--- config.mk ---
export PLATFORM = sky130hd
export DESIGN_NAME = jtag_mbox_bridge
export DESIGN_NICKNAME = d
export VERILOG_FILES = /design/src/rtl/jmb_pkg.sv /design/src/rtl/jmb_scan_chain.sv /design/src/rtl/jmb_access_decode.sv /design/src/rtl/jmb_mailbox.sv /design/src/rtl/jtag_mbox_bridge.sv
export SDC_FILE = /design/constraint.sdc
export NUM_CORES = 1
export LEC_CHECK = 0
export BUFFER_PORTS_ARGS = -buffer_cell sky130_fd_sc_hd__buf_2
export CORE_MARGIN = 5
export CORE_UTILIZATION = 57
export CTS_CLUSTER_DIAMETER = 200
export DETAILED_ROUTE_END_ITERATION = 12
export HOLD_SLACK_MARGIN = 0.1
export PLACE_DENSITY_LB_ADDON = 0.1
export SLEW_MARGIN = 25
export SYNTH_ARGS = -nofsm -noshare
export SYNTH_HDL_FRONTEND = slang
export SYNTH_SLANG_ARGS = --single-unit
--- constraint.sdc ---
create_clock -name clk -period 1.9 [get_ports clk]
set_input_delay 0 -clock clk [delete_from_list [all_inputs] [get_ports clk]]
set_output_delay 0 -clock clk [all_outputs]
set_load 0.01 [all_outputs]
--- src/rtl/jmb_pkg.sv ---
package jmb_pkg;

   // Decoded debugger access, valid for the single update cycle
   typedef enum logic [2:0] {
      JMB_OP_IDLE    = 3'd0,
      JMB_OP_WR_DATA = 3'd1,
      JMB_OP_WR_DROP = 3'd2,
      JMB_OP_WR_IGN  = 3'd3,
      JMB_OP_RD_STAT = 3'd4,
      JMB_OP_RD_DATA = 3'd5,
      JMB_OP_RD_NONE = 3'd6
   } jmb_op_e;

   localparam int unsigned JMB_STAT_BITS = 2;

endpackage

--- src/rtl/jmb_scan_chain.sv ---
module jmb_scan_chain #(
   parameter int unsigned DATA_W = 32,
   parameter int unsigned ADDR_W = 5
) (
   input  logic              clk,
   input  logic              rst_n,
   input  logic              tdi,
   input  logic              capture,
   input  logic              shift,
   input  logic [DATA_W-1:0] cap_word,
   output logic              tdo,
   output logic [DATA_W-1:0] sc_data,
   output logic [ADDR_W-1:0] sc_addr,
   output logic              sc_write
);

   localparam int unsigned CHAIN_W = DATA_W + ADDR_W + 1;
   localparam int unsigned HDR_W   = ADDR_W + 1;

   logic [CHAIN_W-1:0] chain_q;

   always_ff @(posedge clk or negedge rst_n) begin
      if (!rst_n) begin
         chain_q <= '0;
      end else if (capture) begin
         chain_q <= {{HDR_W{1'b0}}, cap_word};
      end else if (shift) begin
         chain_q <= {tdi, chain_q[CHAIN_W-1:1]};
      end
   end

   assign tdo      = chain_q[0];
   assign sc_data  = chain_q[DATA_W-1:0];
   assign sc_addr  = chain_q[DATA_W +: ADDR_W];
   assign sc_write = chain_q[CHAIN_W-1];

   AST_SHIFT_LSB_FIRST: assert property (@(posedge clk) disable iff (!rst_n)
      (shift && !capture) |=> (chain_q == {$past(tdi), $past(chain_q[CHAIN_W-1:1])}))
      else $error("scan shift order broken");

   AST_CAPTURE_LOAD: assert property (@(posedge clk) disable iff (!rst_n)
      capture |=> (sc_data == $past(cap_word) && sc_addr == '0 && !sc_write))
      else $error("capture load wrong");

endmodule

--- src/rtl/jmb_access_decode.sv ---
module jmb_access_decode
   import jmb_pkg::*;
#(
   parameter int unsigned DATA_W    = 32,
   parameter int unsigned ADDR_W    = 5,
   parameter int unsigned STAT_ADDR = 4,
   parameter int unsigned DATA_ADDR = 5
) (
   input  logic              clk,
   input  logic              rst_n,
   input  logic              update,
   input  logic              sc_write,
   input  logic [ADDR_W-1:0] sc_addr,
   input  logic              rx_full,
   input  logic              tx_full,
   input  logic [DATA_W-1:0] tx_word,
   output jmb_op_e           op,
   output logic [DATA_W-1:0] rd_result
);

   localparam logic [ADDR_W-1:0] STAT_A = ADDR_W'(STAT_ADDR);
   localparam logic [ADDR_W-1:0] DATA_A = ADDR_W'(DATA_ADDR);
   localparam int unsigned       PAD_W  = DATA_W - JMB_STAT_BITS;

   logic [DATA_W-1:0] stat_word;
   assign stat_word = {{PAD_W{1'b0}}, tx_full, rx_full};

   always_comb begin
      op = JMB_OP_IDLE;
      if (update) begin
         if (sc_write) begin
            if (sc_addr == DATA_A)      op = rx_full ? JMB_OP_WR_DROP : JMB_OP_WR_DATA;
            else                        op = JMB_OP_WR_IGN;
         end else begin
            if (sc_addr == STAT_A)      op = JMB_OP_RD_STAT;
            else if (sc_addr == DATA_A) op = JMB_OP_RD_DATA;
            else                        op = JMB_OP_RD_NONE;
         end
      end
   end

   always_ff @(posedge clk or negedge rst_n) begin
      if (!rst_n) begin
         rd_result <= '0;
      end else begin
         unique case (op)
            JMB_OP_RD_STAT: rd_result <= stat_word;
            JMB_OP_RD_DATA: rd_result <= tx_word;
            JMB_OP_RD_NONE: rd_result <= '0;
            default:        rd_result <= rd_result;
         endcase
      end
   end

   AST_STATUS_SNAPSHOT: assert property (@(posedge clk) disable iff (!rst_n)
      (op == JMB_OP_RD_STAT) |=> (rd_result[1] == $past(tx_full) && rd_result[0] == $past(rx_full)
                                  && rd_result[DATA_W-1:2] == '0))
      else $error("status snapshot wrong");

   AST_UNMAPPED_ZERO: assert property (@(posedge clk) disable iff (!rst_n)
      (op == JMB_OP_RD_NONE) |=> (rd_result == '0))
      else $error("unmapped read not zero");

   AST_WRITE_KEEPS_RESULT: assert property (@(posedge clk) disable iff (!rst_n)
      (op == JMB_OP_WR_IGN || op == JMB_OP_WR_DROP) |=> $stable(rd_result))
      else $error("write disturbed read result");

endmodule

--- src/rtl/jmb_mailbox.sv ---
module jmb_mailbox
   import jmb_pkg::*;
#(
   parameter int unsigned DATA_W = 32
) (
   input  logic              clk,
   input  logic              rst_n,
   input  jmb_op_e           op,
   input  logic [DATA_W-1:0] dbg_word,
   input  logic              cpu_wr,
   input  logic [DATA_W-1:0] cpu_wdata,
   input  logic              cpu_rd,
   output logic [DATA_W-1:0] rx_word,
   output logic              rx_full,
   output logic [DATA_W-1:0] tx_word,
   output logic              tx_full
);

   // Inbound slot: debugger to processor
   always_ff @(posedge clk or negedge rst_n) begin
      if (!rst_n) begin
         rx_word <= '0;
         rx_full <= 1'b0;
      end else if (op == JMB_OP_WR_DATA) begin
         rx_word <= dbg_word;
         rx_full <= 1'b1;
      end else if (cpu_rd) begin
         rx_full <= 1'b0;
      end
   end

   // Outbound slot: processor to debugger; a new post wins over a same-cycle read
   always_ff @(posedge clk or negedge rst_n) begin
      if (!rst_n) begin
         tx_word <= '0;
         tx_full <= 1'b0;
      end else if (cpu_wr) begin
         tx_word <= cpu_wdata;
         tx_full <= 1'b1;
      end else if (op == JMB_OP_RD_DATA) begin
         tx_full <= 1'b0;
      end
   end

   AST_RX_ACCEPT: assert property (@(posedge clk) disable iff (!rst_n)
      (op == JMB_OP_WR_DATA) |=> (rx_full && rx_word == $past(dbg_word)))
      else $error("inbound write not stored");

   AST_RX_HOLD: assert property (@(posedge clk) disable iff (!rst_n)
      (op != JMB_OP_WR_DATA) |=> $stable(rx_word))
      else $error("inbound word changed without accepted write");

   AST_RX_CLEAR: assert property (@(posedge clk) disable iff (!rst_n)
      (cpu_rd && op != JMB_OP_WR_DATA) |=> !rx_full)
      else $error("inbound flag not cleared");

   AST_TX_POST: assert property (@(posedge clk) disable iff (!rst_n)
      cpu_wr |=> (tx_full && tx_word == $past(cpu_wdata)))
      else $error("outbound post lost");

   AST_TX_CLEAR: assert property (@(posedge clk) disable iff (!rst_n)
      (op == JMB_OP_RD_DATA && !cpu_wr) |=> !tx_full)
      else $error("outbound flag not cleared");

endmodule

--- src/rtl/jtag_mbox_bridge.sv ---
module jtag_mbox_bridge
   import jmb_pkg::*;
#(
   parameter int unsigned DATA_W    = 32,
   parameter int unsigned ADDR_W    = 5,
   parameter int unsigned STAT_ADDR = 4,
   parameter int unsigned DATA_ADDR = 5
) (
   input  logic              clk,
   input  logic              rst_n,
   input  logic              tdi,
   input  logic              capture_dr,
   input  logic              shift_dr,
   input  logic              update_dr,
   output logic              tdo,
   input  logic              cpu_wr,
   input  logic [DATA_W-1:0] cpu_wdata,
   input  logic              cpu_rd,
   output logic [DATA_W-1:0] cpu_rdata,
   output logic              cpu_rx_full,
   output logic              cpu_tx_full
);

   localparam int unsigned ADDR_SPAN = 1 << ADDR_W;

   if (DATA_W < JMB_STAT_BITS) begin : g_bad_data_w
      $error("DATA_W must hold the status bits");
   end
   if (ADDR_W < 1 || ADDR_W > 16) begin : g_bad_addr_w
      $error("ADDR_W out of range");
   end
   if (STAT_ADDR >= ADDR_SPAN || DATA_ADDR >= ADDR_SPAN) begin : g_bad_addr
      $error("register address does not fit ADDR_W");
   end
   if (STAT_ADDR == DATA_ADDR) begin : g_addr_clash
      $error("status and data addresses must differ");
   end

   logic [DATA_W-1:0] sc_data;
   logic [ADDR_W-1:0] sc_addr;
   logic              sc_write;
   logic [DATA_W-1:0] rd_result;
   logic [DATA_W-1:0] tx_word;
   logic              rx_full;
   logic              tx_full;
   jmb_op_e           op;

   jmb_scan_chain #(.DATA_W(DATA_W), .ADDR_W(ADDR_W)) u_chain (
      .clk      (clk),
      .rst_n    (rst_n),
      .tdi      (tdi),
      .capture  (capture_dr),
      .shift    (shift_dr),
      .cap_word (rd_result),
      .tdo      (tdo),
      .sc_data  (sc_data),
      .sc_addr  (sc_addr),
      .sc_write (sc_write)
   );

   jmb_access_decode #(
      .DATA_W(DATA_W), .ADDR_W(ADDR_W), .STAT_ADDR(STAT_ADDR), .DATA_ADDR(DATA_ADDR)
   ) u_decode (
      .clk       (clk),
      .rst_n     (rst_n),
      .update    (update_dr),
      .sc_write  (sc_write),
      .sc_addr   (sc_addr),
      .rx_full   (rx_full),
      .tx_full   (tx_full),
      .tx_word   (tx_word),
      .op        (op),
      .rd_result (rd_result)
   );

   jmb_mailbox #(.DATA_W(DATA_W)) u_mbox (
      .clk       (clk),
      .rst_n     (rst_n),
      .op        (op),
      .dbg_word  (sc_data),
      .cpu_wr    (cpu_wr),
      .cpu_wdata (cpu_wdata),
      .cpu_rd    (cpu_rd),
      .rx_word   (cpu_rdata),
      .rx_full   (rx_full),
      .tx_word   (tx_word),
      .tx_full   (tx_full)
   );

   assign cpu_rx_full = rx_full;
   assign cpu_tx_full = tx_full;

   AST_STATUS_WRITE_IGNORED: assert property (@(posedge clk) disable iff (!rst_n)
      (update_dr && sc_write && sc_addr == ADDR_W'(STAT_ADDR) && !cpu_rd && !cpu_wr)
      |=> ($stable(rx_full) && $stable(tx_full) && $stable(cpu_rdata)))
      else $error("status write had an effect");

endmodule

==> key figures <==
Final layout
  • Final net count: 600
  • Layout Cells excl Fill: 706
  • Area Growth Syn to Fin: 27.57%
  • Multi-input logic area: 0.002028 sq mm
  • Design Area, Final: 0.007191 sq mm
  • # fillers: 675
  • FF+latch area: 0.003403 sq mm
  • Layout cells sized above 1: 32.64%
  • Antenna fix cells: 0

Detailed routing
  • Vias per cell: 5.126
  • DR vias: 3619
  • TritonRoute pass-1 iters: 4
  • Initial DRC Count: 164
  • DR WL/cell: 15.73 um
  • Total wire length: 11.10 mm
  • Remaining routing DRC violations: 0
  • Post-route ant nets: 0

Placed design
  • GPL Wtd Cong: 0.7705
  • Placed cells: 633
  • Port Buffers: 74
  • HPWL after DPL: 6.953 mm
  • Dpl cell area: 0.006127 sq mm

Power and ir drop
  • Total power: 6908 uW
  • Leak: 0.003486 uW
  • Power per cell area: 960.7 mW/mm^2
  • Max VDD drop: 0.5939 mV

Worst hold path
  • Type of the most critical hold path: in -> reg

Floorplan
  • Initial Util: 57.93%
  • Core Region: 0.009729 sq mm
  • Die Y: 109.4 um
  • Io pins: 75
  • Die area: 0.01198 sq mm
  • Die W: 109.4 um
  • Row Count: 36

Synth
  • Synthesized area: 0.005637 sq mm
  • Post-synthesis net count: 486
  • #FFs+latches synth: 136
  • Syn. warnings: 0
  • Leading area contributor after synthesis: dfrtp_1
  • Distinct cells, synth: 23
  • Post-synth top area share: 60.38%
  • Largest cells by area after synthesis: dfrtp_1, mux2_4, mux2i_1
  • Seq/Total Area, Yosys: 60.38%
  • Avg Inst Size Synth: 12.64 sq um
  • Cells after Synth: 446

Job
  • Max capacitance violation total: 0

CTS
  • CTS Buf Count: 17
  • CTS tree: yes
  • Clock buffer depth: 2
  • Clock latency on the worst-skew pair: 0.51 ns
  • Clock sinks: 136
  • Root Driver: clkbuf_8
  • CTS clk-pin slew, worst paths: 0.06 ns
  • H-tree levels: 4

Timing
  • Hold Vio Cnt, Final: 0
  • Tcrit/Tclk final: 95.96%
  • Slew margin rel.: 51.42%
  • Worst Skew: 0.007256 ns
  • Final Setup Violations: 0
  • Period minus WS final: 1.823 ns
  • Fmax: 0.5485 GHz
  • Worst slew pin tran: 0.7286 ns
  • Fin. max-slew vios: 0
  • Unrepaired setup endpoints after global routing: false
  • Setup TNS Final: 0 ns

GRT
  • Initial antenna violation count: 0
  • Largest net degree at the start of global routing: 75
  • First-pass GRT wire length: 18.66 mm
  • Overall routing resource usage: 20.51%
  • Grt total ovfl: 0
  • Via count of the first global-routing pass: 3589

Critical path
  • Worst Path Buf+Inv: 1
  • Startpoint Class: register
  • Family with the most delay on the worst path: simple AND/OR/NAND/NOR gates
  • Peak per-stage delay on the critical path: 0.59 ns
  • Critical path, cell by cell: or4b_4, nor2_8, buf_12, mux2_4
  • Critical path peak fanout: 17
  • Worst Path Arrival: 2.22 ns
  • CP max-delay cell: or4b_4
  • Setup Crit Path Kind: reg -> reg
  • Crit end category: register
  • Worst EP required: 2.29 ns

Run status
  • Status: completed
[placed cells by master (no fill, tap or decap), types with 3 or more instances in the layout]
cell type      count
nand2_1           94
o21ai_1           28
clkinv_2           3
mux2i_1           40
clkbuf_8           3
bufinv_16          5
nor2_1             6
mux2_2            34
clkbuf_16         16
buf_4              6
dfrtp_1          136
buf_12             6
o31ai_1            3
o21ai_0           32
buf_2             73
dlygate4sd3_1     40
mux2_4            30
[metrics by stage]
step | util (%) | worst slack [ns] | hold WS (ns)
after CTS | 73.91 | 0.07087 | 0.1012
after detailed placement | 62.98 | 0.08516 | -0.1097
after global routing | 73.91 | 0.01460 | 0.1514
after floorplan | - | 0.1160 | -0.2956
after global placement | 62.98 | 0.1196 | -0.1134
final | 73.91 | 0.07670 | 0.1254
[where the power goes]
part / leakage, uW / switching [uW] / internal [uW] / total [uW]
logic: 0.00135 / 195 / 194 / 389
registers: 0.00182 / 39.9 / 2970 / 3010
clock network: 0.000311 / 1180 / 2330 / 3510
[synthesized netlist by cell type, drive strengths merged]
| cell | count |
|---|---|
| buf | 10 |
| nand2 | 94 |
| nand2b | 2 |
| o21ai | 62 |
| or4b | 1 |
| clkbuf | 21 |
| dfrtp | 136 |
| inv | 2 |
| nor2 | 7 |
| o22ai | 1 |
| mux2 | 64 |
| nand4b | 1 |
| nor2b | 1 |
| mux2i | 40 |
| o31ai | 3 |
| or2 | 1 |
[layout make-up]
class / instances / area share, %
clock buffers: 20 / 6.195
flip-flops and latches: 136 / 47.33
clock inverters: 12 / 2.749
multi-input cells: 277 / 28.21
inverters: 2 / 0.1044
repair buffers: 126 / 13.10
well taps: 133 / 2.314
[cell families (layout without fill, tap and decap cells)]
kind of cell,after synthesis,in the layout,synth area share (%)
mux,104,104,21.89
flops,136,136,60.38
compound gates,66,66,6.149
simple gates,107,107,7.902
buf+inv,33,160,3.685
[worst paths after layout]
path                                        from                     to  slack, ns  depth (start not counted)
setup / recovery             u_chain.chain_q[36]      u_mbox.rx_word[3]       0.08                          4
hold / removal                            cpu_wr         u_mbox.tx_full       0.13                          2
setup reg to reg             u_chain.chain_q[36]      u_mbox.rx_word[3]       0.08                          4
hold reg to reg            u_decode.rd_result[4]  u_decode.rd_result[4]       0.48                          2
max in group asynchronous                  rst_n    u_chain.chain_q[25]       0.93                          4
min in group asynchronous                  rst_n     u_mbox.rx_word[24]       0.54                          4
[sequential cells by signal, summed over array words and instances (netlist names)]
name                cells
u_chain.chain_q        38
u_decode.rd_result     32
u_mbox.rx_full          1
u_mbox.rx_word         32
u_mbox.tx_full          1
u_mbox.tx_word         32
[layer usage]
metal | vias up | global-route usage, % | part of all wire [%]
li1 | 1755 | - | -
met1 | 1762 | 31.03 | 50
met2 | 87 | 28.38 | 44
met3 | 15 | 5.402 | 5.0
met4 | 0 | 7.569 | 1.5
met5 | - | 0 | 0
[what timing repair did]
| item | CTS | global route |
|---|---|---|
| hold endpoints to repair | 217 | 0 |
| gates resized for setup | 0 | 0 |
| hold buffers | 41 | 0 |
| buffers inserted | 0 | 0 |
[worst reg2reg max path, cell delays in order (launching register included)]
cell	delay [ns]
dfrtp_1	0.39
or4b_4	0.59
nor2_8	0.20
buf_12	0.21
mux2_4	0.32
No activity file was read; power rests on OpenSTA's default activity.
